`src/rtl/bcs_pkg.sv`:
```
`timescale 1ns/1ps
package bcs_pkg;

    typedef enum logic [2:0] {
        LK_NONE   = 3'd0,
        LK_PREFIX = 3'd1,
        LK_DESC   = 3'd2,
        LK_PTAB   = 3'd3,
        LK_INTA   = 3'd4,
        LK_XCHG   = 3'd5
    } lock_why_e;

    typedef enum logic [1:0] {
        ST_IDLE = 2'd0,
        ST_ADDR = 2'd1,
        ST_DATA = 2'd2,
        ST_HOLD = 2'd3
    } seq_state_e;

    typedef struct packed {
        logic write;
        logic mem;
        logic data;
        logic cacheable;
        logic split;
    } cyc_attr_t;

endpackage

```
`src/rtl/bcs_lock_filter.sv`:
```
`timescale 1ns/1ps
module bcs_lock_filter
    import bcs_pkg::*;
(
    input  logic [2:0] why,
    input  logic       nolock,
    output logic       lock_req
);
    lock_why_e why_e;

    always_comb begin
        why_e = lock_why_e'(why);
        case (why_e)
            LK_PTAB, LK_INTA:           lock_req = 1'b1;
            LK_PREFIX, LK_DESC, LK_XCHG: lock_req = !nolock;
            default:                    lock_req = 1'b0;
        endcase
    end
endmodule

```
`src/rtl/bcs_split_detect.sv`:
```
`timescale 1ns/1ps
module bcs_split_detect #(
    parameter int ALIGN_BITS = 3,
    parameter int SIZE_W     = 3
) (
    input  logic [ALIGN_BITS-1:0] offset,
    input  logic [SIZE_W-1:0]     size,
    output logic                  crosses
);
    localparam int SUMW = ((ALIGN_BITS > SIZE_W) ? ALIGN_BITS : SIZE_W) + 1;
    localparam logic [SUMW-1:0] LAST_BYTE = SUMW'((1 << ALIGN_BITS) - 1);

    logic [SUMW-1:0] end_byte;

    always_comb begin
        end_byte = SUMW'(offset) + SUMW'(size);
        crosses  = end_byte > LAST_BYTE;
    end
endmodule

```
`src/rtl/bcs_beat_ctr.sv`:
```
`timescale 1ns/1ps
module bcs_beat_ctr #(
    parameter int BURST_LEN = 4
) (
    input  logic clk,
    input  logic rst_n,
    input  logic clear,
    input  logic step,
    output logic first_beat,
    output logic final_slot
);
    localparam int CW = (BURST_LEN > 1) ? $clog2(BURST_LEN) : 1;
    localparam logic [CW-1:0] TOP = CW'(BURST_LEN - 1);

    logic [CW-1:0] cnt_q;

    always_ff @(posedge clk or negedge rst_n) begin
        if (!rst_n) begin
            cnt_q <= '0;
        end else if (clear) begin
            cnt_q <= '0;
        end else if (step) begin
            cnt_q <= (cnt_q == TOP) ? '0 : cnt_q + 1'b1;
        end
    end

    assign first_beat = (cnt_q == '0);
    assign final_slot = (cnt_q == TOP);
endmodule

```
`src/rtl/bus_cycle_seq.sv`:
```
`timescale 1ns/1ps
module bus_cycle_seq
    import bcs_pkg::*;
#(
    parameter int SIZE_W     = 3,
    parameter int ALIGN_BITS = 3,
    parameter int BURST_LEN  = 4
) (
    input  logic                  clk,
    input  logic                  rst_n,
    input  logic                  req_valid,
    output logic                  req_ready,
    input  logic [ALIGN_BITS-1:0] req_offset,
    input  logic [SIZE_W-1:0]     req_size,
    input  logic                  req_write,
    input  logic                  req_mem,
    input  logic                  req_data,
    input  logic                  req_cacheable,
    input  logic [2:0]            req_lock_why,
    input  logic                  req_lock_keep,
    input  logic                  cfg_nolock,
    input  logic                  rdy_n,
    input  logic                  next_addr_n,
    input  logic                  line_en_n,
    input  logic                  hold_req,
    output logic                  hold_ack,
    output logic                  addr_strobe_n,
    output logic                  cyc_oe,
    output logic                  cyc_cacheable_n,
    output logic                  cyc_data,
    output logic                  cyc_mem,
    output logic                  cyc_write,
    output logic                  cyc_lock_n,
    output logic                  cyc_split,
    output logic                  burst_active
);
    seq_state_e state_q, state_d;
    cyc_attr_t  attr_q;
    logic       lock_held_q;
    logic       keep_q;
    logic       split_rem_q;
    logic       defs_live_q;
    logic       burst_q;

    logic lock_req, crosses, lock_now;
    logic hold_ok, accept, beat, burst_pick, last_beat;
    logic first_beat, final_slot;
    logic defs_on;

    bcs_lock_filter u_lock (
        .why      (req_lock_why),
        .nolock   (cfg_nolock),
        .lock_req (lock_req)
    );

    bcs_split_detect #(
        .ALIGN_BITS (ALIGN_BITS),
        .SIZE_W     (SIZE_W)
    ) u_split (
        .offset  (req_offset),
        .size    (req_size),
        .crosses (crosses)
    );

    bcs_beat_ctr #(
        .BURST_LEN (BURST_LEN)
    ) u_beats (
        .clk        (clk),
        .rst_n      (rst_n),
        .clear      (state_q == ST_ADDR),
        .step       (beat),
        .first_beat (first_beat),
        .final_slot (final_slot)
    );

    // Handshake and beat qualifiers
    always_comb begin
        lock_now   = lock_held_q | lock_req;
        hold_ok    = hold_req && !lock_held_q;
        req_ready  = (state_q == ST_IDLE) && !hold_ok;
        accept     = req_ready && req_valid;
        beat       = (state_q == ST_DATA) && !rdy_n;
        burst_pick = attr_q.cacheable && (attr_q.write || !line_en_n);
        last_beat  = beat && (first_beat ? !burst_pick : final_slot);
    end

    // Next-state logic
    always_comb begin
        state_d = state_q;
        unique case (state_q)
            ST_IDLE: begin
                if (hold_ok)     state_d = ST_HOLD;
                else if (accept) state_d = ST_ADDR;
            end
            ST_ADDR: state_d = ST_DATA;
            ST_DATA: begin
                if (last_beat) state_d = split_rem_q ? ST_ADDR : ST_IDLE;
            end
            ST_HOLD: begin
                if (!hold_req) state_d = ST_IDLE;
            end
        endcase
    end

    // State register and the attributes it carries
    always_ff @(posedge clk or negedge rst_n) begin
        if (!rst_n) begin
            state_q     <= ST_IDLE;
            attr_q      <= '0;
            lock_held_q <= 1'b0;
            keep_q      <= 1'b0;
            split_rem_q <= 1'b0;
            defs_live_q <= 1'b0;
            burst_q     <= 1'b0;
        end else begin
            state_q <= state_d;
            if (accept) begin
                attr_q.write     <= req_write;
                attr_q.mem       <= req_mem;
                attr_q.data      <= req_data;
                attr_q.cacheable <= req_cacheable;
                attr_q.split     <= lock_now & crosses;
                lock_held_q      <= lock_now;
                keep_q           <= req_lock_keep & lock_now;
                split_rem_q      <= lock_now & crosses;
            end
            if (state_q == ST_ADDR) begin
                defs_live_q <= 1'b1;
                burst_q     <= 1'b0;
            end
            if (state_q == ST_DATA) begin
                if (!next_addr_n) defs_live_q <= 1'b0;
                if (beat && first_beat) burst_q <= burst_pick;
                if (last_beat) begin
                    defs_live_q <= 1'b0;
                    if (split_rem_q) split_rem_q <= 1'b0;
                    else             lock_held_q <= keep_q;
                end
            end
        end
    end

    // Outputs from registered state only
    always_comb begin
        defs_on         = (state_q == ST_ADDR) || ((state_q == ST_DATA) && defs_live_q);
        addr_strobe_n   = !(state_q == ST_ADDR);
        hold_ack        = (state_q == ST_HOLD);
        cyc_oe          = (state_q != ST_HOLD);
        cyc_cacheable_n = defs_on ? !attr_q.cacheable : 1'b1;
        cyc_data        = defs_on & attr_q.data;
        cyc_mem         = defs_on & attr_q.mem;
        cyc_write       = defs_on & attr_q.write;
        cyc_split       = defs_on & attr_q.split;
        cyc_lock_n      = !lock_held_q;
        burst_active    = (state_q == ST_DATA) && burst_q;
    end
endmodule

```
`config.mk`:
```
export PLATFORM = sky130hd
export DESIGN_NAME = bus_cycle_seq
export DESIGN_NICKNAME = d
export VERILOG_FILES = /design/src/rtl/bcs_pkg.sv /design/src/rtl/bcs_lock_filter.sv /design/src/rtl/bcs_split_detect.sv /design/src/rtl/bcs_beat_ctr.sv /design/src/rtl/bus_cycle_seq.sv
export SDC_FILE = /design/constraint.sdc
export NUM_CORES = 1
export LEC_CHECK = 0
export BUFFER_PORTS_ARGS = -buffer_cell sky130_fd_sc_hd__buf_2
export CAP_MARGIN = 25
export CORE_MARGIN = 5
export CORE_UTILIZATION = 50
export CTS_CLUSTER_DIAMETER = 30
export DETAILED_ROUTE_END_ITERATION = 16
export MAX_ROUTING_LAYER = met4
export PLACE_DENSITY = 0.89
export SYNTH_ARGS = -nofsm -noshare
export SYNTH_HDL_FRONTEND = slang
export SYNTH_SLANG_ARGS = --single-unit
export TNS_END_PERCENT = 10
```
`constraint.sdc`:
```
create_clock -name clk -period 2.6 [get_ports clk]
set_input_delay 0.26 -clock clk [delete_from_list [all_inputs] [get_ports clk]]
set_output_delay 0.26 -clock clk [all_outputs]
set_load 0.01 [all_outputs]
```
== After elaboration in Yosys (flattened, before gate mapping) ==
Index checks and enable logic that the tools add are counted.
Operators by class
  add/subtract/negate cells: 2
  multiply operators: 0
  divide/modulo/power cells: 0
  magnitude comparators: 1
  equality and inequality tests: 13
  shift operators: 0
  mux-type cells: 27
  bitwise gates (word level): 7
  reductions and logical operators: 25
Operator list (number)
  2-to-1 mux 1 bit: 18
  2-to-1 mux 2 bit: 7
  logical AND 1 bit: 9
  logical NOT 1 bit: 8
  case mux 2 bit (4 select lines): 1
  bitwise AND 1 bit: 6
  equality test 2 bit, second input constant: 3
  equality test 3 x 2 -> 1 bit, second input constant: 2
  equality test 3 bit, second input constant: 2
  inequality test 2 bit, second input constant: 3
  adder 3 x 3 -> 4 bit: 1
  greater-than comparator 4 x 3 -> 1 bit, second input constant: 1
  logical NOT 2 bit: 2
  equality test 3 x 1 -> 1 bit, second input constant: 1
  inequality test 3 bit, second input constant: 1
  AND reduction 3 bit: 1
  OR reduction 3 bit: 1
  adder 2 x 1 -> 2 bit, second input constant: 1
  equality test 2 x 1 -> 1 bit, second input constant: 1
  logical OR 1 bit: 2
  case mux 1 bit (2 select lines): 1
  nonzero test 2 bit: 1
  OR reduction 2 bit: 1
  bitwise OR 1 bit: 1
Word-level totals
  flip-flop bits (word level): 14
  latch bits: 0
  RAM bits: 0
  ROM bits: 0
  input bits: 22
  output and inout port bits: 11
  logic and storage cells: 87
  memories kept: 0

== Logic depth before layout (Yosys ltp) ==
Gate-level depths: netlist of the first run.
  depth after elaboration: 9
  gate-level depth with buffers: 6
  mapped depth without buffers: 6

== Modules after synthesis ==
Synthesis of the first run repeated with hierarchy kept, for this count alone.
Second synthesis, totals
  cells, all modules: 87
  area total of the unflattened synthesis: 858.3 um^2
Modules (own cells, without submodules)
  bus_cycle_seq: instances 1, cells an instance 67, area each 676.9 um^2
  bcs_beat_ctr: instances 1, cells an instance 10, area each 113.9 um^2
  bcs_split_detect: instances 1, cells an instance 5, area each 40.0 um^2
  bcs_lock_filter: instances 1, cells an instance 5, area each 27.5 um^2

== Worst setup path after synthesis of the first run ==
No wires, ideal clock.
  kind: reg2reg
  start: reg u_beats.cnt_q[0]
  end: reg lock_held_q
  setup time: 0.095 ns
  data arrival time: 1.341 ns
  required time: 2.505 ns
  slack: 1.164 ns
  cell stages (with the launch flop): 7
  buffers on the path: 0
  cell sequence: dfrtp_1 -> inv_1 -> ha_1 -> nand2_1 -> o22ai_1 -> or4b_1 -> o31ai_1
On the way
  cells in the longest elaborated chain, start to end: 5
  elaborated cells on any way between the ends: 6
  those cells by class: eq/ne: 1; mux: 3; reduce/logical: 2
Ends and longest elaborated chain
  start: declaration: RTL line bcs_beat_ctr.sv:15  | logic [CW-1:0] cnt_q;
  start signal: assignment: RTL line bcs_beat_ctr.sv:23  | cnt_q <= (cnt_q == TOP) ? '0 : cnt_q + 1'b1;
  equality test 2 bit / logical NOT 2 bit (equally long branches): RTL line bcs_beat_ctr.sv:28, bcs_beat_ctr.sv:27
  2-to-1 mux 1 bit (*): RTL line bus_cycle_seq.sv:84  | last_beat = beat && (first_beat ? !burst_pick : final_slot);
  logical AND 1 bit (*): RTL line bus_cycle_seq.sv:84
  2-to-1 mux 1 bit (*): RTL line bus_cycle_seq.sv:134  | if (last_beat) begin
  2-to-1 mux 1 bit (*): RTL line bus_cycle_seq.sv:131  | if (state_q == ST_DATA) begin
  end signal: assignment: RTL line bus_cycle_seq.sv:123  | lock_held_q <= lock_now;
  end signal: assignment: RTL line bus_cycle_seq.sv:137  | else lock_held_q <= keep_q;
  end: declaration: RTL line bus_cycle_seq.sv:39  | logic lock_held_q;
Mark *: on every way between the ends. The rest lies on a longest branch, timed or not.
A chain may end at the register's enable or synchronous reset.

== Worst setup path after layout of the first run ==
  start: reg state_q[0]
  end: out cyc_data
On the way
  cells in the longest elaborated chain, start to end: 4
  elaborated cells on any way between the ends: 5
  those cells by class: eq/ne: 2; bitwise: 1; reduce/logical: 2
Ends and longest elaborated chain
  start: declaration: RTL line bus_cycle_seq.sv:37  | seq_state_e state_q, state_d;
  start signal: assignment: RTL line bus_cycle_seq.sv:116  | state_q <= state_d;
  equality test 2 bit: RTL line bus_cycle_seq.sv:145  | defs_on = (state_q == ST_ADDR) || ((state_q == ST_DATA) && defs_live_q);
  logical AND 1 bit: RTL line bus_cycle_seq.sv:145
  logical OR 1 bit (*): RTL line bus_cycle_seq.sv:145
  bitwise AND 1 bit (*): RTL line bus_cycle_seq.sv:150  | cyc_data = defs_on & attr_q.data;
  end: declaration: RTL line bus_cycle_seq.sv:30  | output logic cyc_data,
Marked as above.

==> results.md, run 1 <==
* Cell-internal power at 0.000583 W
* Rows at 14
* Most common cell after layout, fill and taps aside: buf_2
* R2r setup slk at 1.02 ns
* Net Sw Frac at 41.4%
* Mapped Cells at 98
* Initial antenna violation count at 0
* Clock Skews at 0.00576 ns
* Synth-to-layout area growth at 25.1%
* Setup violations, final at 0
* Num CTS Buffers at 3
* Worst Setup SP: state_q[0]
* Routed Antenna Nets at 0
* Hold Violations, Final at 0
* Final wirelength at 1.92 mm
* Reg area at 350 um^2
* Setup crit end kind: output pin
* Max cap viols at 0
* Rel. slew slack at 71.8%
* Routed via count at 815
* CP Max Fanout at 9
* Post-synth EDFFs at 0
* Max Freq at 0.571 GHz
* Final Max Slew Viols at 0
* Yosys warns at 0
* Post-synthesis cell type count at 27
* Period utilization at 67.4%
* Slew of the pin with the lowest slew margin at 0.423 ns
* Clk buf depth at 2
* Most frequent cells in the layout: buf_2 (32), nand2_1 (26), dfrtp_1 (14)
* GP Congestion at 0.798
* Hold slack at 0.166 ns
* Mapped Area at 836 um^2
* Final layout net count at 160
* Mapped Nets at 124
* FF-to-FF path depth at 6
* Pre-Repair DR Iteration Count at 4
* Comb pwr share at 44.1%
* Vias in the first global route at 839
* Main flop type after synthesis: dfrtp_1
* Worst setup endpoint: cyc_data
* Drt initial violations at 14
* Die Y at 50.9 um
* # H-tree levels at 1
* Status: finished clean
* Area occupied by multi-input gates at 443 um^2
* Post-CTS sizing at 0
* GRT Total Usage at 16.2%
* Hold Path Class: input port to flip-flop
* Core area at 1540 um^2
* Net switching power of the design at 0.000412 W
* R2R Path Start: u_beats.cnt_q[0]
* Die ar. at 2590 um^2
* CTS tree: yes
* Worst skew pair latency at 0.28 ns
* Vias/cell at 5.47
* Initial Util at 54.2%
* CP startpoint kind: flip-flop
* Synth async-reset ratio at 100%
* Sequential group share of total power at 40.3%
* CTS root buffer: clkbuf_4
* Clock power frac at 15.7%
* Avg Cell Area, Syn at 8.53 um^2
* Sequential fraction of the synthesis area at 41.9%
* Synth Register Bits at 14
* Die span in x at 50.9 um
* Clk slew on worst S/H paths at 0.09 ns
* Reg2Reg Capture Point: lock_held_q
* Number of I/O port buffers at 32
* Grt ovf at 0
* Average routed wire per standard cell at 12.9 um
* Clock Sinks at 14
* Largest net degree at the start of global routing at 15
* I/O Pins at 33
* Share of post-route cells with drive strength above 1 at 30.1%
* Worst VDD drop at 0.000473 V
* Fin crit period at 1.75 ns
* WP data required at 2.34 ns
* Fillers at 133
* First-pass GRT wire length at 3.24 mm
* Leakage at 0.548 nW
* Critical Path AT at 1.49 ns
* Drt drc at 0
* DP HPWL at 1.53 mm
* N_diodes at 0
* Pwr dens at 951 nW/um^2
* Fin Setup TNS at 0 ns
* Unrepaired setup endpoints after global routing: false
* Critical path class: flip-flop to output pin
==> per-stage QoR <==
stage / power [W] / utilization (%) / area, um^2 / setup slack, ns / cells
after CTS: 0.00100 / 67.9 / 1050 / 0.851 / 149
after global routing: 0.00108 / 67.9 / 1050 / 0.748 / 149
after floorplan: 0.000708 / - / 836 / 1.16 / 98
after detailed placement: 0.000842 / 64.9 / 1000 / 1.06 / 144
final: 0.000995 / 67.9 / 1050 / 0.849 / 149
after global placement: 0.000814 / 64.9 / 1000 / 1.13 / 144
==> critical path: stages (launching register included) <==
cell	delay, ns
dfrtp_1	0.50
nor2b_4	0.22
nand2_1	0.07
nand2_1	0.14
and2_1	0.16
buf_2	0.13
==> synthesized netlist by cell type (2+ instances only) <==
cell type	instances	area [um^2]
a21oi_1	3	15.0
a31oi_1	2	12.5
and2_1	4	25.0
dfrtp_1	14	350
ha_1	4	50.1
inv_1	7	26.3
nand2_1	26	97.6
nand3_1	3	15.0
nor2_1	2	7.51
nor2b_1	4	25.0
nor3_1	3	15.0
o21ai_0	8	40.0
o22ai_1	2	12.5
o31ai_1	3	22.5
==> cells by family (layout without fill, tap and decap cells) <==
kind of cell | count (synthesis) | in the layout | share of synthesized area, %
simple gates | 50 | 50 | 31.9
compound gates | 21 | 21 | 15.1
fa+ha+maj | 4 | 4 | 5.99
buf+inv | 9 | 44 | 5.09
flops | 14 | 14 | 41.9
==> metal layers <==
metal  vias up  global-route usage [%]  wire length, um
met5         -                       -                0
met4         0                    8.09               31
met3         4                    3.20              154
met2        33                    28.7             1010
met1       371                    16.9              729
li1        407                       -                -
==> state kept, by name (all words and copies together) (netlist names) <==
| signal | count |
|---|---|
| attr_q | 5 |
| state_q | 2 |
| u_beats.cnt_q | 2 |
| burst_q | 1 |
| defs_live_q | 1 |
| keep_q | 1 |
| lock_held_q | 1 |
| split_rem_q | 1 |
==> power groups by stage <==
| stage | Sequential [W] | Combinational, W | Clock (W) |
|---|---|---|---|
| 2_1_floorplan | 0.000365 | 0.000344 | 0 |
| 3_3_place_gp | 0.000394 | 0.000420 | 0 |
| 3_5_place_dp | 0.000405 | 0.000437 | 0 |
| 4_1_cts | 0.000401 | 0.000442 | 0.000158 |
| 5_1_grt | 0.000413 | 0.000498 | 0.000171 |
| 6_report | 0.000401 | 0.000439 | 0.000156 |
==> worst min-delay path by stage <==
stage | from | to | depth (start not counted)
after CTS | req_write | attr_q[4] | 3
after detailed placement | rst_n | state_q[1] | 1
after global placement | rst_n | state_q[1] | 1
final | req_cacheable | attr_q[1] | 3
after floorplan | rst_n | attr_q[0] | 0
after global routing | req_cacheable | attr_q[1] | 3
==> cell type report <==
type	count	area share [%]
inverter	7	2.51
clock buffer	4	3.47
multi-input combinational	75	42.3
tap	16	1.91
timing repair buffer	33	16.3
sequential	14	33.5
==> repair_timing <==
action                                  4_1_cts  5_1_grt
endpoints found under the hold margin        14        0
hold buffers                                  1        0
setup buffers                                 0        0
endpoints found under the setup margin        0        0
Power figures use the tool's default switching activity.
==> run 2: changes to the inputs <==
ABC_AREA = 1   (was not set)
CORE_UTILIZATION = 47   (was 50)
PLACE_DENSITY = 0.85   (was 0.89)
clock period = 1.7 ns   (was 2.6 ns; I/O delays follow)
==> results.md, run 2 <==
* Status: finished clean
* CTS root buffer: clkbuf_4
* Core area at 1710 um^2
* Die ar. at 2710 um^2
* Mapped Nets at 140
* Synth-to-layout area growth at 30.8%
* Vias/cell at 4.56
* DP HPWL at 1.47 mm
* First-pass GRT wire length at 3.09 mm
* Final layout net count at 179
* Yosys warns at 0
* Number of I/O port buffers at 32
* Initial antenna violation count at 0
* Hold Path Class: input port to flip-flop
* Max cap viols at 0
* Fin Setup TNS at 0 ns
* Max Freq at 0.635 GHz
* Largest net degree at the start of global routing at 15
* Rel. slew slack at 79.0%
* # H-tree levels at 1
* Hold Violations, Final at 0
* Fin crit period at 1.57 ns
* Fillers at 161
* Clock Skews at 0.00322 ns
* Mapped Area at 832 um^2
* Pwr dens at 1510 nW/um^2
* Pre-Repair DR Iteration Count at 4
* Post-synth top area share at 42.1%
* GRT Total Usage at 15.5%
* Leakage at 0.610 nW
* Slew of the pin with the lowest slew margin at 0.316 ns
* Clock Sinks at 14
* Drt initial violations at 7
* Largest area contributor in the netlist: dfrtp_1
* Setup crit end kind: output pin
* Top cells by area, synth: dfrtp_1 (42%), nand2_1 (13%), inv_1 (11%), ha_1 (6.0%), nor2_1 (5.4%)
* Num CTS Buffers at 3
* I/O Pins at 33
* Worst skew pair latency at 0.28 ns
* Worst VDD drop at 0.000846 V
* Die Y at 52.1 um
* Routed Antenna Nets at 0
* Synth Register Bits at 14
* Vias in the first global route at 817
* CP startpoint kind: flip-flop
* Hold slack at 0.0878 ns
* Most frequent cells in the layout: buf_2 (32), nand2_1 (28), inv_1 (22)
* CTS tree: yes
* Most common cell after layout, fill and taps aside: buf_2
* Die span in x at 52.1 um
* Setup violations, final at 0
* Final wirelength at 1.81 mm
* Largest register FFs at 5
* Clk slew on worst S/H paths at 0.08 ns
* Drt drc at 0
* Period utilization at 92.6%
* Critical Path AT at 1.40 ns
* Reg area at 352 um^2
* Grt ovf at 0
* Share of post-route cells with drive strength above 1 at 32.2%
* Placed insts at 170
* GP Congestion at 0.895
* Post-synthesis cell type count at 17
* Main flop type after synthesis: dfrtp_1
* Largest registers: attr_q: 5 flops, state_q: 2 flops, u_beats.cnt_q: 2 flops
* Mapped Cells at 114
* Post-synth EDFFs at 0
* Final Max Slew Viols at 0
* Top-count cell post-synth: nand2_1
* Average routed wire per standard cell at 10.2 um
* Synth async-reset ratio at 100%
* WP data required at 1.53 ns
* Sequential fraction of the synthesis area at 42.1%
* Routed via count at 807
* N_diodes at 0
* Critical path class: flip-flop to output pin
* Final std cells w/o fill at 177
* Avg Cell Area, Syn at 7.30 um^2
* Area occupied by multi-input gates at 394 um^2
* Initial Util at 48.7%
* CP Max Fanout at 4
* Largest register by flop count: attr_q
* Clk buf depth at 2
* Rows at 15
* Synth top cells by count: nand2_1 (29), inv_1 (24), dfrtp_1 (14)
[run 2: changes by cell type after synthesis, sizes merged, moves of 4 or more]
cell | before | now
inv | 7 | 24
nor2 | 2 | 14
and2 | 5 | 0
nor2b | 5 | 0
nand2 | 26 | 30
[run 2: per-stage QoR]
step                      total power [W]  area [um^2]  util [%]  setup WS [ns]
after floorplan                   0.00111          832         -          0.383
after global routing              0.00181         1090      63.7       -0.00225
after global placement            0.00130         1010      59.3          0.261
final                             0.00164         1090      63.7          0.126
after detailed placement          0.00134         1010      59.3          0.222
after CTS                         0.00160         1060      62.3         0.0158
[run 2: layer usage]
metal	wire length (um)	track usage [%]
met5	0	-
met3	82	2.87
met1	823	17.5
met4	27	6.99
met2	875	26.4
[run 2: critical path: stages (launching register included)]
cell and delay, ns:
dfrtp_2 0.45, nor2_4 0.15, inv_2 0.07, a21oi_2 0.17
inv_2 0.08, nor2_1 0.08, buf_2 0.13
[run 2: timing repair]
item,4_1_cts,5_1_grt
buffers inserted,0,2
hold buffers,1,0
resized for setup,2,5
hold endpoints to repair,14,0
pin swaps,0,0
endpoints found under the setup margin,4,4
[run 2: final timing paths]
path	from	to	slack [ns]	cells past startpoint
setup / recovery	state_q[1]	cyc_mem	0.13	6
min in group asynchronous	rst_n	u_beats.cnt_q[1]	0.30	2
setup reg to reg	state_q[1]	split_rem_q	0.19	6
max in group asynchronous	rst_n	state_q[1]	1.13	2
hold reg to reg	u_beats.cnt_q[0]	u_beats.cnt_q[0]	0.50	1
hold / removal	req_cacheable	attr_q[1]	0.09	3
[run 2: layout make-up]
cell class	count	share of cell area, %
Timing Repair Buffer	35	17.0
Tap cell	25	2.87
Sequential cell	14	32.3
Inverter	24	8.28
Multi-Input combinational cell	75	36.2
Clock buffer	4	3.33
[run 2: power breakdown]
| group | switching, W | leakage, nW | internal [W] |
|---|---|---|---|
| logic | 0.000508 | 0.413 | 0.000322 |
| registers | 0.0000885 | 0.177 | 0.000486 |
| clock network | 0.000110 | 0.0210 | 0.000130 |
[run 2: logic make-up (layout without fill, tap and decap cells)]
family	count (synthesis)	after routing	synth area share (%)
fa+ha+maj	4	4	6.02
simple gates	54	54	28.6
compound gates	17	17	11.1
buf+inv	25	63	12.2
flops	14	14	42.1
